**config.mk**
```make
export PLATFORM = sky130hd
export DESIGN_NAME = lotteryArbiter
export DESIGN_NICKNAME = d
export VERILOG_FILES = /design/src/rtl/lotteryPkg.sv /design/src/rtl/lotteryTicketStore.sv /design/src/rtl/lotteryDatapath.sv /design/src/rtl/lotteryControl.sv /design/src/rtl/lotteryArbiter.sv
export SDC_FILE = /design/constraint.sdc
export NUM_CORES = 1
export LEC_CHECK = 0
export BUFFER_PORTS_ARGS = -buffer_cell sky130_fd_sc_hd__buf_4
export CAP_MARGIN = 25
export CORE_MARGIN = 3
export CORE_UTILIZATION = 30
export CTS_CLUSTER_SIZE = 30
export DETAILED_ROUTE_END_ITERATION = 10
export GPL_TIMING_DRIVEN = 0
export PLACE_DENSITY = 0.53
export SLEW_MARGIN = 0
export SYNTH_ARGS = -nofsm -noshare
export SYNTH_HDL_FRONTEND = slang
export SYNTH_SLANG_ARGS = --single-unit
```
**constraint.sdc**
```tcl
create_clock -name clk -period 88.2 [get_ports clk]
set_input_delay 4.41 -clock clk [delete_from_list [all_inputs] [get_ports clk]]
set_output_delay 4.41 -clock clk [all_outputs]
set_load 0.02 [all_outputs]
```
**src/rtl/lotteryPkg.sv**
```systemverilog
package lotteryPkg;

  // Strobes from control to datapath for one clock edge
  typedef struct packed {
    logic draw;   // load a fresh lottery winner into the grant register
    logic clear;  // release the bus with no new owner
  } ctrlStrobes_t;

  typedef enum logic [0:0] {
    ARB_FREE  = 1'b0,
    ARB_OWNED = 1'b1
  } arbState_t;

endpackage

```
**src/rtl/lotteryTicketStore.sv**
```systemverilog
module lotteryTicketStore #(
  parameter int NUM_MASTERS = 4,
  parameter int TICKET_W = 4,
  parameter bit DYNAMIC_TICKETS = 1'b1,
  parameter logic [NUM_MASTERS*TICKET_W-1:0] INIT_TICKETS = 16'h4321,
  localparam int IDX_W = $clog2(NUM_MASTERS)
) (
  input  logic clk,
  input  logic rst_n,
  input  logic cfgWrEn,
  input  logic [IDX_W-1:0] cfgIdx,
  input  logic [TICKET_W-1:0] cfgTickets,
  output logic [NUM_MASTERS-1:0][TICKET_W-1:0] tickets
);

  generate
    if (DYNAMIC_TICKETS) begin : gDynamic
      logic [NUM_MASTERS-1:0][TICKET_W-1:0] ticketReg;

      always_ff @(posedge clk) begin
        if (!rst_n) begin
          ticketReg <= INIT_TICKETS;
        end else if (cfgWrEn) begin
          for (int i = 0; i < NUM_MASTERS; i++) begin
            if (cfgIdx == IDX_W'(i)) ticketReg[i] <= cfgTickets;
          end
        end
      end

      assign tickets = ticketReg;
    end else begin : gStatic
      // Counts are wired constants; the configuration inputs go nowhere.
      logic unusedCfg;
      assign unusedCfg = ^{clk, rst_n, cfgWrEn, cfgIdx, cfgTickets};
      assign tickets = INIT_TICKETS;
    end
  endgenerate

endmodule

```
**src/rtl/lotteryDatapath.sv**
```systemverilog
module lotteryDatapath
  import lotteryPkg::*;
#(
  parameter int NUM_MASTERS = 4,
  parameter int TICKET_W = 4,
  parameter int LFSR_W = 16,
  parameter logic [LFSR_W-1:0] LFSR_TAPS = 16'hB400,
  parameter logic [LFSR_W-1:0] LFSR_SEED = 16'hACE1,
  localparam int SUM_W = TICKET_W + $clog2(NUM_MASTERS + 1)
) (
  input  logic clk,
  input  logic rst_n,
  input  logic [NUM_MASTERS-1:0] req,
  input  logic [NUM_MASTERS-1:0][TICKET_W-1:0] tickets,
  input  ctrlStrobes_t strobes,
  output logic [NUM_MASTERS-1:0] grant,
  output logic ownerReq
);

  logic [LFSR_W-1:0] lfsr;
  logic [SUM_W-1:0] activeTotal;
  logic [SUM_W-1:0] drawVal;
  logic [LFSR_W-1:0] modVal;
  logic [NUM_MASTERS-1:0] weightedWin;
  logic [NUM_MASTERS-1:0] lowestReq;
  logic [NUM_MASTERS-1:0] winner;

  // Galois LFSR, stepped every cycle so that request timing adds entropy
  always_ff @(posedge clk) begin
    if (!rst_n) lfsr <= LFSR_SEED;
    else        lfsr <= (lfsr >> 1) ^ (lfsr[0] ? LFSR_TAPS : '0);
  end

  // Ticket total of the masters requesting now
  always_comb begin
    activeTotal = '0;
    for (int i = 0; i < NUM_MASTERS; i++) begin
      if (req[i]) activeTotal = activeTotal + SUM_W'(tickets[i]);
    end
  end

  // Random number reduced into [0, activeTotal)
  always_comb begin
    modVal = '0;
    if (activeTotal != '0) modVal = lfsr % LFSR_W'(activeTotal);
    drawVal = SUM_W'(modVal);
  end

  // Prefix-sum walk in index order: the first slice that covers drawVal wins
  always_comb begin
    logic [SUM_W-1:0] prefix;
    logic found;
    prefix = '0;
    found = 1'b0;
    weightedWin = '0;
    for (int i = 0; i < NUM_MASTERS; i++) begin
      if (req[i] && (tickets[i] != '0)) begin
        prefix = prefix + SUM_W'(tickets[i]);
        if (!found && (drawVal < prefix)) begin
          weightedWin[i] = 1'b1;
          found = 1'b1;
        end
      end
    end
  end

  // Fallback when every requester holds zero tickets: lowest index wins
  always_comb begin
    logic seen;
    seen = 1'b0;
    lowestReq = '0;
    for (int i = 0; i < NUM_MASTERS; i++) begin
      if (req[i] && !seen) begin
        lowestReq[i] = 1'b1;
        seen = 1'b1;
      end
    end
  end

  assign winner = (activeTotal == '0) ? lowestReq : weightedWin;

  always_ff @(posedge clk) begin
    if (!rst_n) begin
      grant <= '0;
    end else if (strobes.draw) begin
      grant <= winner;
    end else if (strobes.clear) begin
      grant <= '0;
    end
  end

  assign ownerReq = |(grant & req);

endmodule

```
**src/rtl/lotteryControl.sv**
```systemverilog
module lotteryControl
  import lotteryPkg::*;
#(
  parameter int NUM_MASTERS = 4
) (
  input  logic clk,
  input  logic rst_n,
  input  logic [NUM_MASTERS-1:0] req,
  input  logic ownerReq,
  output ctrlStrobes_t strobes,
  output logic busOwned
);

  arbState_t state;
  arbState_t stateNext;
  logic anyReq;

  assign anyReq = |req;

  always_comb begin
    strobes = '0;
    stateNext = state;
    case (state)
      ARB_FREE: begin
        if (anyReq) begin
          strobes.draw = 1'b1;
          stateNext = ARB_OWNED;
        end
      end
      ARB_OWNED: begin
        if (!ownerReq) begin
          if (anyReq) begin
            strobes.draw = 1'b1;
          end else begin
            strobes.clear = 1'b1;
            stateNext = ARB_FREE;
          end
        end
      end
      default: stateNext = ARB_FREE;
    endcase
  end

  always_ff @(posedge clk) begin
    if (!rst_n) state <= ARB_FREE;
    else        state <= stateNext;
  end

  assign busOwned = (state == ARB_OWNED);

endmodule

```
**src/rtl/lotteryArbiter.sv**
```systemverilog
module lotteryArbiter
  import lotteryPkg::*;
#(
  parameter int NUM_MASTERS = 4,
  parameter int TICKET_W = 4,
  parameter bit DYNAMIC_TICKETS = 1'b1,
  parameter logic [NUM_MASTERS*TICKET_W-1:0] INIT_TICKETS = 16'h4321,
  parameter int LFSR_W = 16,
  parameter logic [LFSR_W-1:0] LFSR_TAPS = 16'hB400,
  parameter logic [LFSR_W-1:0] LFSR_SEED = 16'hACE1,
  localparam int IDX_W = $clog2(NUM_MASTERS)
) (
  input  logic clk,
  input  logic rst_n,
  input  logic [NUM_MASTERS-1:0] req,
  input  logic cfgWrEn,
  input  logic [IDX_W-1:0] cfgIdx,
  input  logic [TICKET_W-1:0] cfgTickets,
  output logic [NUM_MASTERS-1:0] grant,
  output logic grantValid
);

  logic [NUM_MASTERS-1:0][TICKET_W-1:0] tickets;
  ctrlStrobes_t strobes;
  logic ownerReq;

  lotteryTicketStore #(
    .NUM_MASTERS(NUM_MASTERS),
    .TICKET_W(TICKET_W),
    .DYNAMIC_TICKETS(DYNAMIC_TICKETS),
    .INIT_TICKETS(INIT_TICKETS)
  ) uStore (
    .clk(clk),
    .rst_n(rst_n),
    .cfgWrEn(cfgWrEn),
    .cfgIdx(cfgIdx),
    .cfgTickets(cfgTickets),
    .tickets(tickets)
  );

  lotteryControl #(
    .NUM_MASTERS(NUM_MASTERS)
  ) uCtrl (
    .clk(clk),
    .rst_n(rst_n),
    .req(req),
    .ownerReq(ownerReq),
    .strobes(strobes),
    .busOwned(grantValid)
  );

  lotteryDatapath #(
    .NUM_MASTERS(NUM_MASTERS),
    .TICKET_W(TICKET_W),
    .LFSR_W(LFSR_W),
    .LFSR_TAPS(LFSR_TAPS),
    .LFSR_SEED(LFSR_SEED)
  ) uData (
    .clk(clk),
    .rst_n(rst_n),
    .req(req),
    .tickets(tickets),
    .strobes(strobes),
    .grant(grant),
    .ownerReq(ownerReq)
  );

endmodule

```
; Yosys cells after proc, flatten, opt, wreduce, memory -nomap -nowiden
; Index checks and enable logic that the tools add are counted.
[classes]
addsub = 6
div_mod_pow = 1
order_cmp = 4
eq_ne = 3
muxes = 37
n_bitwise = 3
reduce_logical = 30
[ops]
columns = operator, n
row1 = 2-to-1 mux 7 bit, 6
row2 = adder 7 x 4 -> 7 bit, 4
row3 = 2-to-1 mux 1 bit, 22
row4 = less-than comparator 7 bit, 3
row5 = 2-to-1 mux 4 bit, 5
row6 = remainder unit 16 x 7 -> 16 bit, 1
row7 = 2-to-1 mux 16 bit, 1
row8 = nonzero test 4 bit, 4
row9 = bitwise XOR 15 x 16 -> 16 bit, 1
row10 = adder 4 x 4 -> 5 bit, 2
row11 = logical AND 1 bit, 10
row12 = AND reduction 2 bit, 4
row13 = OR reduction 4 bit, 2
row14 = logical NOT 7 bit, 1
row15 = less-than comparator 7 x 4 -> 1 bit, 1
row16 = nonzero test 7 bit, 1
row17 = logical NOT 1 bit, 6
row18 = AND 4 bit, 1
row19 = "equality test 2 bit, second input constant", 2
row20 = case mux 1 bit (2 select lines), 2
row21 = "equality test 2 x 1 -> 1 bit, second input constant", 1
row22 = logical NOT 2 bit, 1
row23 = 2-to-1 mux 2 bit, 1
row24 = nonzero test 2 bit, 1
row25 = NOT 1 bit, 1
[word_totals]
register_bits = 37
in_bits = 13
elab_cells = 91

; Depth between registers and ports, before layout
; Gate-level depths: netlist of run 1.
[logic_depth]
ltp_word = 26
mapped_depth = 201
mapped_depth_nobuf = 194

; Hierarchy
; Synthesis of run 1 repeated with hierarchy kept, for this count alone.
[hier_totals]
cells_unflattened = 1170
hier_area_um2 = 9032.4
[by_module_without_submodules]
columns = mod, n_inst, cells_per_inst, area_per_inst_um2, seq_area_each_um2
row1 = lotteryDatapath, 1, 1102, 8329.2, 400.4
row2 = lotteryTicketStore, 1, 62, 645.6, 320.3
row3 = lotteryControl, 1, 6, 57.6, 20.0

; Least setup slack after synthesis of run 1
; OpenSTA, ideal clock, no wires.
[synth_timing]
path_kind = in2reg
startpoint = in req[0]
endpoint = reg uData.grant[3]
t_arrival_ns = 39.918
path_slack_ns = 48.167
path_stages = 184
cell_sequence = buf_2 -> nand2_1 -> inv_1 -> ha_1 -> inv_1 -> fa_1 -> xnor2_1 -> nand2_1 -> xnor2_1 -> ha_1 -> a211oi_1 -> o21ba_2 -> nor2_1 -> mux2_2 -> ha_1 -> a21boi_0 -> o21ai_0 -> o21ai_0 -> [... 148 more ...] -> o21ai_0 -> nand2b_1 -> o21ai_0 -> nor2_1 -> mux2_2 -> nor4_4 -> buf_6 -> a21oi_1 -> nor2_1 -> ha_1 -> a21oi_1 -> nor2b_1 -> or4_1 -> a311oi_1 -> mux2i_1 -> nand2_1 -> nor4_1 -> o21a_1
[synth_via]
elab_chain_len = 26
word_cells_on_any_way = 57
cone_classes = add/sub (6) / div (1) / order compare (4) / mux (27) / bitwise (1) / reduce/logical (18)
[synth_lines]
columns = element, line
row1 = "start, declared", lotteryArbiter.sv:15  ; input logic [NUM_MASTERS-1:0] req,
row2 = 2-to-1 mux 4 bit, lotteryDatapath.sv:38  ; if (req[i]) activeTotal = activeTotal + SUM_W'(tickets[i]);
row3 = adder 4 x 4 -> 5 bit, lotteryDatapath.sv:38
row4 = 2-to-1 mux 7 bit, lotteryDatapath.sv:38
row5 = adder 7 x 4 -> 7 bit, lotteryDatapath.sv:38
row6 = 2-to-1 mux 7 bit, lotteryDatapath.sv:38
row7 = adder 7 x 4 -> 7 bit, lotteryDatapath.sv:38
row8 = 2-to-1 mux 7 bit, lotteryDatapath.sv:38
row9 = remainder unit 16 x 7 -> 16 bit or nonzero test 7 bit (tied branches), lotteryDatapath.sv:45  ; if (activeTotal != '0) modVal = lfsr % LFSR_W'(activeTotal);
row10 = [... 10 more ...], n/a
row11 = 2-to-1 mux 1 bit, lotteryDatapath.sv:59  ; if (!found && (drawVal < prefix)) begin
row12 = 2-to-1 mux 1 bit, lotteryDatapath.sv:57  ; if (req[i] && (tickets[i] != '0)) begin
row13 = logical NOT 1 bit, lotteryDatapath.sv:59
row14 = logical AND 1 bit, lotteryDatapath.sv:59
row15 = 2-to-1 mux 1 bit, lotteryDatapath.sv:59
row16 = 2-to-1 mux 1 bit, lotteryDatapath.sv:57
row17 = 2-to-1 mux 4 bit, lotteryDatapath.sv:80  ; assign winner = (activeTotal == '0) ? lowestReq : weightedWin;
row18 = 2-to-1 mux 4 bit, lotteryDatapath.sv:85  ; end else if (strobes.draw) begin
row19 = "end signal, assigned", lotteryDatapath.sv:86  ; grant <= winner;
row20 = "end, declared", lotteryDatapath.sv:16  ; output logic [NUM_MASTERS-1:0] grant,
; Several ways; a longest one is shown, not always the timed one.
; A chain may end at the register's enable or synchronous reset.

; Final worst setup path of run 1
; Same ends and word-level chain as after synthesis.

==> results of run 1 <==
[Yosys cell counts, types with 22 or more instances]
cell type	instances	area (um^2)
sky130_fd_sc_hd__ha_1	134	1680
sky130_fd_sc_hd__nor2_1	108	405
sky130_fd_sc_hd__xnor2_1	40	350
sky130_fd_sc_hd__a21oi_1	73	365
sky130_fd_sc_hd__nand3_1	35	175
sky130_fd_sc_hd__o21ai_0	64	320
sky130_fd_sc_hd__nand2_1	94	353
sky130_fd_sc_hd__inv_1	46	173
sky130_fd_sc_hd__clkbuf_1	30	113
sky130_fd_sc_hd__mux2_2	28	315
sky130_fd_sc_hd__nor2b_1	38	238
sky130_fd_sc_hd__o21a_1	43	323
sky130_fd_sc_hd__dfxtp_1	37	741
sky130_fd_sc_hd__mux2i_1	29	290
sky130_fd_sc_hd__a21o_1	24	180
sky130_fd_sc_hd__or3_1	22	138
sky130_fd_sc_hd__nor3_1	61	305
[path summary, 6_finish.rpt]
check | cells after the start | slack [ps] | endpoint | startpoint
min reg2reg | 2 | 480 | uData.lfsr[6] | uData.lfsr[7]
max reg2reg | 186 | 45390 | uData.grant[3] | uStore.tickets[0]
max | 186 | 41420 | uData.grant[3] | req[0]
min | 2 | 480 | uData.lfsr[6] | uData.lfsr[7]
[layer usage]
metal	vias up	GRT usage [%]	wire length (um)
met5	-	0	0
met4	0	2.19	278
met3	25	1.21	688
met2	154	27.4	11700
met1	4188	23.1	13300
li1	4609	-	-
[state kept, by name, summed over array words and instances, names as in the netlist]
register        flops
uData.lfsr         16
uStore.tickets     16
uData.grant         4
uCtrl.busOwned      1
[worst max-delay path: cells and delay by family]
kind	cells	cell delay (ps)
AND/OR/NAND/NOR	57	11710
buffers and inverters	11	2590
XOR/XNOR	2	520
AO/OA/AOI/OAI	89	19450
adder cells (fa/ha/maj)	19	5970
multiplexers	8	2260
[logic make-up after synthesis]
logic type,Yosys count
XOR/XNOR,62
AO/OA/AOI/OAI,346
buffers and inverters,84
flip-flops,37
adder cells (fa/ha/maj),143
AND/OR/NAND/NOR,481
multiplexers,59
[per-stage QoR]
step | hold WS (ps) | utilization, %
final | 477 | 33.8
after global routing | 505 | 33.8
after floorplan | 425 | -
after global placement | 455 | 32.9
after CTS | 477 | 33.8
after detailed placement | 465 | 33.2
[area by class of cell]
type / instances / area, um^2 / share of cell area, %
Timing Repair Buffer: 18 / 161 / 1.64
Clock inverter: 3 / 46.3 / 0.470
Inverter: 47 / 176 / 1.79
Clock buffer: 5 / 125 / 1.27
Sequential cell: 37 / 741 / 7.52
Multi-Input combinational cell: 1091 / 7950 / 80.8
Tap cell: 384 / 480 / 4.88
Buffer: 37 / 163 / 1.65
==> results.toml, run 1 <==
[place]
io_buffers = 14
dpl_cell_area_um2 = 9670
dp_worst_setup_slack_ps = 41350
placed_cells_incl_taps = 1614
place_hpwl_mm = 21.4
gpl.final_weighted_congestion = 0.832

[detailed_routing]
drt-vias-per-instance = 5.53
wl_per_cell_um = 16.0
drtAntennaViolNets = 0
detail_route.wirelength_mm = 26.0
first_drt_iteration_drcs = 396
first_pass_iters = 7
drc_errors = 0
via_count = 8976

[setup_path]
worst_ep_arrival_time_ps = 46960
worst_ep_required_time_ps = 88380
setup.worst_path.class = "in2reg"
crit_path_max_fanout = 11
cp-end-kind = "register"
worst_setup_path_start_kind = "input pin"
cpMaxStageDelayCell = "sky130_fd_sc_hd__a211oi_1"
cpPeakStageDelay_ps = 630
path_common_cell = "sky130_fd_sc_hd__o21a_1"

[synth]
postSynthNetCount = 1366
seq_area_frac_synth_pct = 8.23
synth_ff_type = "sky130_fd_sc_hd__dfxtp_1"
compound_gate_portion_of_the_synthesized_area_pct = 26.7
yosysWarnings = 0
netlist_area_um2 = 9000
async_flop_share_pct = 0
main_combinational_cell_family_by_area_after_synthesis = "simple AND/OR/NAND/NOR gates"
avgSynthCellArea_um2 = 7.43
synth.ff_latch_count = 37
synth_edf_count = 0
synthesis.instances = 1212
yosys.area_share.xor_xnor_pct = 6.11
synth_simple_gate_area_share_pct = 27.6
synthDistinctLibCells = 98
synth_fa_ha_area_share_pct = 20.4
post_synth_mux_area_share_pct = 7.14

[sta]
setup_tns_final_ps = 0
setup_ws_ps = 41420
max-slew-margin-rel_pct = 32.7
unrepaired_setup_endpoints_after_global_routing = "no"
final.period_utilization_pct = 53.0
period_minus_slack_ps = 46780
slew_at_the_pin_closest_to_its_max_slew_limit_ps = 1000
slew_violations = 0
max_freq_mhz = 21.4
finalClockSkew_ps = 1.98
final-hold-violation-count = 0
setup_viol = 0

[final_layout]
finish.instance_area_um2 = 9840
layout-drive-gt1-share_pct = 8.80
flow.area_growth_from_synthesis_pct = 9.32
number_of_fillers_in_the_final_layout = 3192
layout.cells.most_common_list = "sky130_fd_sc_hd__ha_1, sky130_fd_sc_hd__nor2_1, sky130_fd_sc_hd__nand2_1"
num-nets-final = 1391
post_layout_nonfiller_instances = 1622
layout_commonest_cell = "sky130_fd_sc_hd__ha_1"
insertedDiodeCount = 0

[clock_tree]
clk_path_buf_depth = 2
cts_root_buffer = "sky130_fd_sc_hd__clkbuf_16"
tritoncts_clock_tree = "built"
clk_transition_reported_paths_ps = 60
cts_max_level = 2
cts_hold_repair.buffers = 0
postCtsSetupRepairBufs = 0
cts_made_buffers = 5
clkLatencyLatePin_ps = 280
numClockSinks = 37
post_cts_resize_count = 0

[global_routing]
grt_max_degree = 17
initial_antenna_violation_count = 0
overall_fraction_of_global_route_tracks_in_use_pct = 16.2
first_global_vias = 8589
global_route_wire_length_before_repair_mm = 43.0
overflow = 0

[status]
status = "completed"

[floorplanning]
io_pins = 18
floorplan.initialDensity_pct = 30.9
fp.dieH_um = 179
row_count = 62
core_region_area_um2 = 29200
fp.dieW_um = 179
die_area_um2 = 32100

[min_path]
hold_class = "reg2reg"

[job]
maxCapViolCount = 0
Power of run 1 is not shown: default switching activity piles up to over one toggle a cycle in this logic, so the estimate is an artifact.
==> inputs of run 2 (changes only) <==
clock period = 47.5 ns   (was 88.2 ns; I/O delays follow)
==> run 2 against run 1 <==
First-iteration DRC count up 15%. Global-route usage did not move. Final area rose by 0.34%. Wire length about the same. Worst hold slack about the same. Sequential share of layout area about the same. Die area did not move. Non-clock buffer count down 1. Register-to-register slack worse by 40000 ps. Critical path type unchanged. Critical endpoint unchanged.
==> results.toml, run 2 (same netlist as run 1, synthesis figures left out) <==
[floorplanning]
die_area_um2 = 32100
fp.dieH_um = 179
core_region_area_um2 = 29200
row_count = 62
fp.dieW_um = 179
floorplan.initialDensity_pct = 30.9
io_pins = 18

[detailed_routing]
drtAntennaViolNets = 0
drc_errors = 0
routed.top_layer = "met4"
drt-vias-per-instance = 5.54
wl_met2_mm = 11.8
first_drt_iteration_drcs = 457
wl_per_cell_um = 16.1
via_count = 8985
detail_route.wirelength_mm = 26.0
first_pass_iters = 5
route.layer.met1.wl_mm = 13.2
met3_wirelength_um = 772

[clock_tree]
post_cts_resize_count = 0
clk_transition_reported_paths_ps = 60
cts_max_level = 2
clk_path_buf_depth = 2
cts_made_buffers = 5
clkLatencyLatePin_ps = 280
cts_hold_repair.buffers = 0
postCtsSetupRepairBufs = 0
tritoncts_clock_tree = "built"
numClockSinks = 37
cts_root_buffer = "sky130_fd_sc_hd__clkbuf_16"

[setup_path]
path_common_cell = "sky130_fd_sc_hd__o21a_1"
wp_buf_inv = 10
timing.critical_path.max_delay_family = "compound AO/OA/AOI/OAI gates"
crit_path_max_fanout = 10
cpMaxStageDelayCell = "sky130_fd_sc_hd__a2111oi_1"
setup.worst_path.class = "in2reg"
worst_ep_required_time_ps = 47680
worst_setup_path_start_kind = "input pin"
worst_ep_arrival_time_ps = 43810
regToRegSetupSlack_ps = 5800
cpPeakStageDelay_ps = 540
cp-end-kind = "register"

[sta]
max-slew-margin-rel_pct = 34.8
setup_viol = 0
setup_tns_final_ps = 0
setup_ws_ps = 3870
final.period_utilization_pct = 91.9
slew_violations = 0
unrepaired_setup_endpoints_after_global_routing = "no"
period_minus_slack_ps = 43630
slew_at_the_pin_closest_to_its_max_slew_limit_ps = 971
max_freq_mhz = 22.9
final-hold-violation-count = 0
finalClockSkew_ps = 1.96

[final_layout]
multiInputGateArea_um2 = 7990
layout-drive-gt1-share_pct = 9.54
final_util_pct = 33.9
regArea_um2 = 741
flow.area_growth_from_synthesis_pct = 9.70
num-nets-final = 1390
layout_commonest_cell = "sky130_fd_sc_hd__ha_1"
insertedDiodeCount = 0
number_of_fillers_in_the_final_layout = 3190
layout.cells.most_common_list = "sky130_fd_sc_hd__ha_1, sky130_fd_sc_hd__nor2_1, sky130_fd_sc_hd__nand2_1"

[global_routing]
initial_antenna_violation_count = 0
overflow = 0
overall_fraction_of_global_route_tracks_in_use_pct = 16.2
global_route_wire_length_before_repair_mm = 43.0
first_global_vias = 8589
grt_max_degree = 17

[min_path]
hold_class = "reg2reg"

[place]
gpl.final_weighted_congestion = 0.832
io_buffers = 14
place_hpwl_mm = 21.4
dp_worst_setup_slack_ps = 2690

[job]
maxCapViolCount = 0

[status]
status = "completed"
[run 2: cell count changes in the layout (fill, tap and decap cells not counted), moves of 2 or more]
| cell | change |
|---|---|
| sky130_fd_sc_hd__a211oi_2 | +2 |
| sky130_fd_sc_hd__nor2_1 | -3 |
| sky130_fd_sc_hd__clkbuf_1 | -2 |
| sky130_fd_sc_hd__a211oi_1 | -2 |
| sky130_fd_sc_hd__nor2_2 | +3 |
[run 2: path summary, 6_finish.rpt]
check                           cells after the start              to              start
worst max-delay path                              188  uData.grant[3]             req[0]
worst min-delay path                                2   uData.lfsr[6]      uData.lfsr[7]
worst min register to register                      2   uData.lfsr[6]      uData.lfsr[7]
worst max register to register                    188  uData.grant[3]  uStore.tickets[0]
[run 2: final cells by class]
class | instances | share of cell area, %
multi-input combinational | 1091 | 80.9
sequential | 37 | 7.50
tap | 384 | 4.86
inverter | 47 | 1.79
timing repair buffer | 18 | 1.63
buffer | 36 | 1.62
clock buffer | 5 | 1.27
clock inverter | 3 | 0.469
[run 2: metal layers]
layer	GRT usage [%]	up-vias
met4	2.19	0
met1	23.1	4182
met3	1.21	33
met5	0	-
met2	27.4	160
li1	-	4610
[run 2: tightest hold or removal path: cells and delay by family, from the launching register on]
| kind | cells | cell delay [ps] |
|---|---|---|
| flip-flops | 1 | 340 |
| AND/OR/NAND/NOR | 1 | 50 |
| buffers and inverters | 1 | 60 |
[run 2: stage by stage]
stage	instance area [um^2]	std cells	hold WS (ps)
finish	9880	1621	477
global route	9880	1621	505
CTS	9840	1622	477
detailed placement	9670	1614	465
global placement	9590	1610	455
floorplan	9000	1212	425
Power of run 2 is left out for the same reason.
==> inputs of run 3 (changes only) <==
CELL_PAD_IN_SITES_DETAIL_PLACEMENT = 0   (was unset)
CELL_PAD_IN_SITES_GLOBAL_PLACEMENT = 1   (was unset)
PLACE_DENSITY = 0.64   (was 0.53)
==> run 3 against run 2 <==
Largest cell class unchanged. Register-to-register slack better by 110 ps. Die area unchanged. Cell count stayed put. Critical path type unchanged. Wire length grew 2.7%. Critical endpoint unchanged. Flip-flop and latch count unchanged.
==> results.toml, run 3 (same netlist as run 1, synthesis figures left out) <==
[detailed_routing]
drc_errors = 0
via_count = 8936
drtAntennaViolNets = 0
first_pass_iters = 5
detail_route.wirelength_mm = 26.7
drt-vias-per-instance = 5.51
wl_per_cell_um = 16.5
first_drt_iteration_drcs = 496

[sta]
setup_viol = 0
finalClockSkew_ps = 4.12
unrepaired_setup_endpoints_after_global_routing = "no"
post_route_hold_slack_ps = 483
slew_violations = 0
setup_ws_ps = 3970
final.period_utilization_pct = 91.6
max-slew-margin-rel_pct = 32.4
slew_at_the_pin_closest_to_its_max_slew_limit_ps = 1010
max_freq_mhz = 23.0
final-hold-violation-count = 0
period_minus_slack_ps = 43530
setup_tns_final_ps = 0

[clock_tree]
tritoncts_clock_tree = "built"
clk_transition_reported_paths_ps = 60
clk_path_buf_depth = 2
numClockSinks = 37
clkLatencyLatePin_ps = 280
cts_root_buffer = "sky130_fd_sc_hd__clkbuf_16"
postCtsSetupRepairBufs = 0
cts_made_buffers = 5
cts_max_level = 2

[floorplanning]
fp.dieW_um = 179
floorplan.initialDensity_pct = 30.9
core_region_area_um2 = 29200
row_count = 62
die_area_um2 = 32100
fp.dieH_um = 179
io_pins = 18

[setup_path]
setup.worst_path.class = "in2reg"
worst_setup_path_startpoint = "req[0]"
worst_ep_arrival_time_ps = 43710
cpPeakStageDelay_ps = 490
cp-end-kind = "register"
worst_ep_required_time_ps = 47680
crit_path_max_fanout = 10
cpMaxStageDelayCell = "sky130_fd_sc_hd__or4_1"
timing.rr.start = "uStore.tickets[0]"
path_common_cell = "sky130_fd_sc_hd__o21a_1"
worst_setup_path_start_kind = "input pin"

[global_routing]
global_route_wire_length_before_repair_mm = 44.5
initial_antenna_violation_count = 0
grt_max_degree = 19
first_global_vias = 8638
overflow = 0
overall_fraction_of_global_route_tracks_in_use_pct = 16.8

[final_layout]
insertedDiodeCount = 0
flow.area_growth_from_synthesis_pct = 9.92
layout.cells.most_common_list = "sky130_fd_sc_hd__ha_1, sky130_fd_sc_hd__nor2_1, sky130_fd_sc_hd__nand2_1"
layout_commonest_cell = "sky130_fd_sc_hd__ha_1"
num-nets-final = 1390
layout-drive-gt1-share_pct = 9.46

[place]
gpl.final_weighted_congestion = 0.812
place_hpwl_mm = 21.9
io_buffers = 14
dp_worst_setup_slack_ps = 2750

[min_path]
hold_class = "reg2reg"
hp-start = "uData.lfsr[7]"

[status]
status = "completed"

[job]
maxCapViolCount = 0
==> run 3: what timing repair did <==
action / in CTS / in global routing
endpoints found under the setup margin: 0 / 4
hold buffers: 0 / 0
gates resized for setup: 0 / 11
==> run 3: layout make-up <==
| type | instances | area (um^2) |
|---|---|---|
| clock inverter | 3 | 65.1 |
| clock buffer | 5 | 125 |
| tap | 384 | 480 |
| inverter | 47 | 176 |
| timing repair buffer | 18 | 158 |
| multi-input combinational | 1091 | 7990 |
| fill | 3200 | 19300 |
| buffer | 36 | 160 |
| sequential | 37 | 741 |
==> run 3: per-stage QoR <==
stage	std cells	utilization (%)	instance area, um^2
3_3_place_gp	1610	32.9	9590
5_1_grt	1621	33.9	9900
2_1_floorplan	1212	-	9000
3_5_place_dp	1613	33.2	9670
6_report	1621	33.9	9900
4_1_cts	1621	33.8	9860
==> run 3: path summary, 6_finish.rpt <==
check	endpoint	slack [ps]	cells after the start
max reg2reg	uData.grant[3]	5910	186
min	uData.lfsr[6]	480	2
max	uData.grant[3]	3970	186
min reg2reg	uData.lfsr[6]	480	2
==> run 3: per-layer routing <==
metal	up-vias	wire length, um	GRT usage (%)
li1	4617	-	-
met1	4188	13600	24.3
met2	119	12200	28.5
met3	12	834	1.21
met4	0	136	1.26
met5	-	0	0
==> run 3: critical path, delay by kind of cell <==
kind | cells | cell delay [ps]
mux | 8 | 1920
compound gates | 88 | 18640
simple gates | 59 | 12300
buf+inv | 10 | 1880
fa+ha+maj | 19 | 5980
xor+xnor | 2 | 530
Power of run 3 is left out for the same reason.
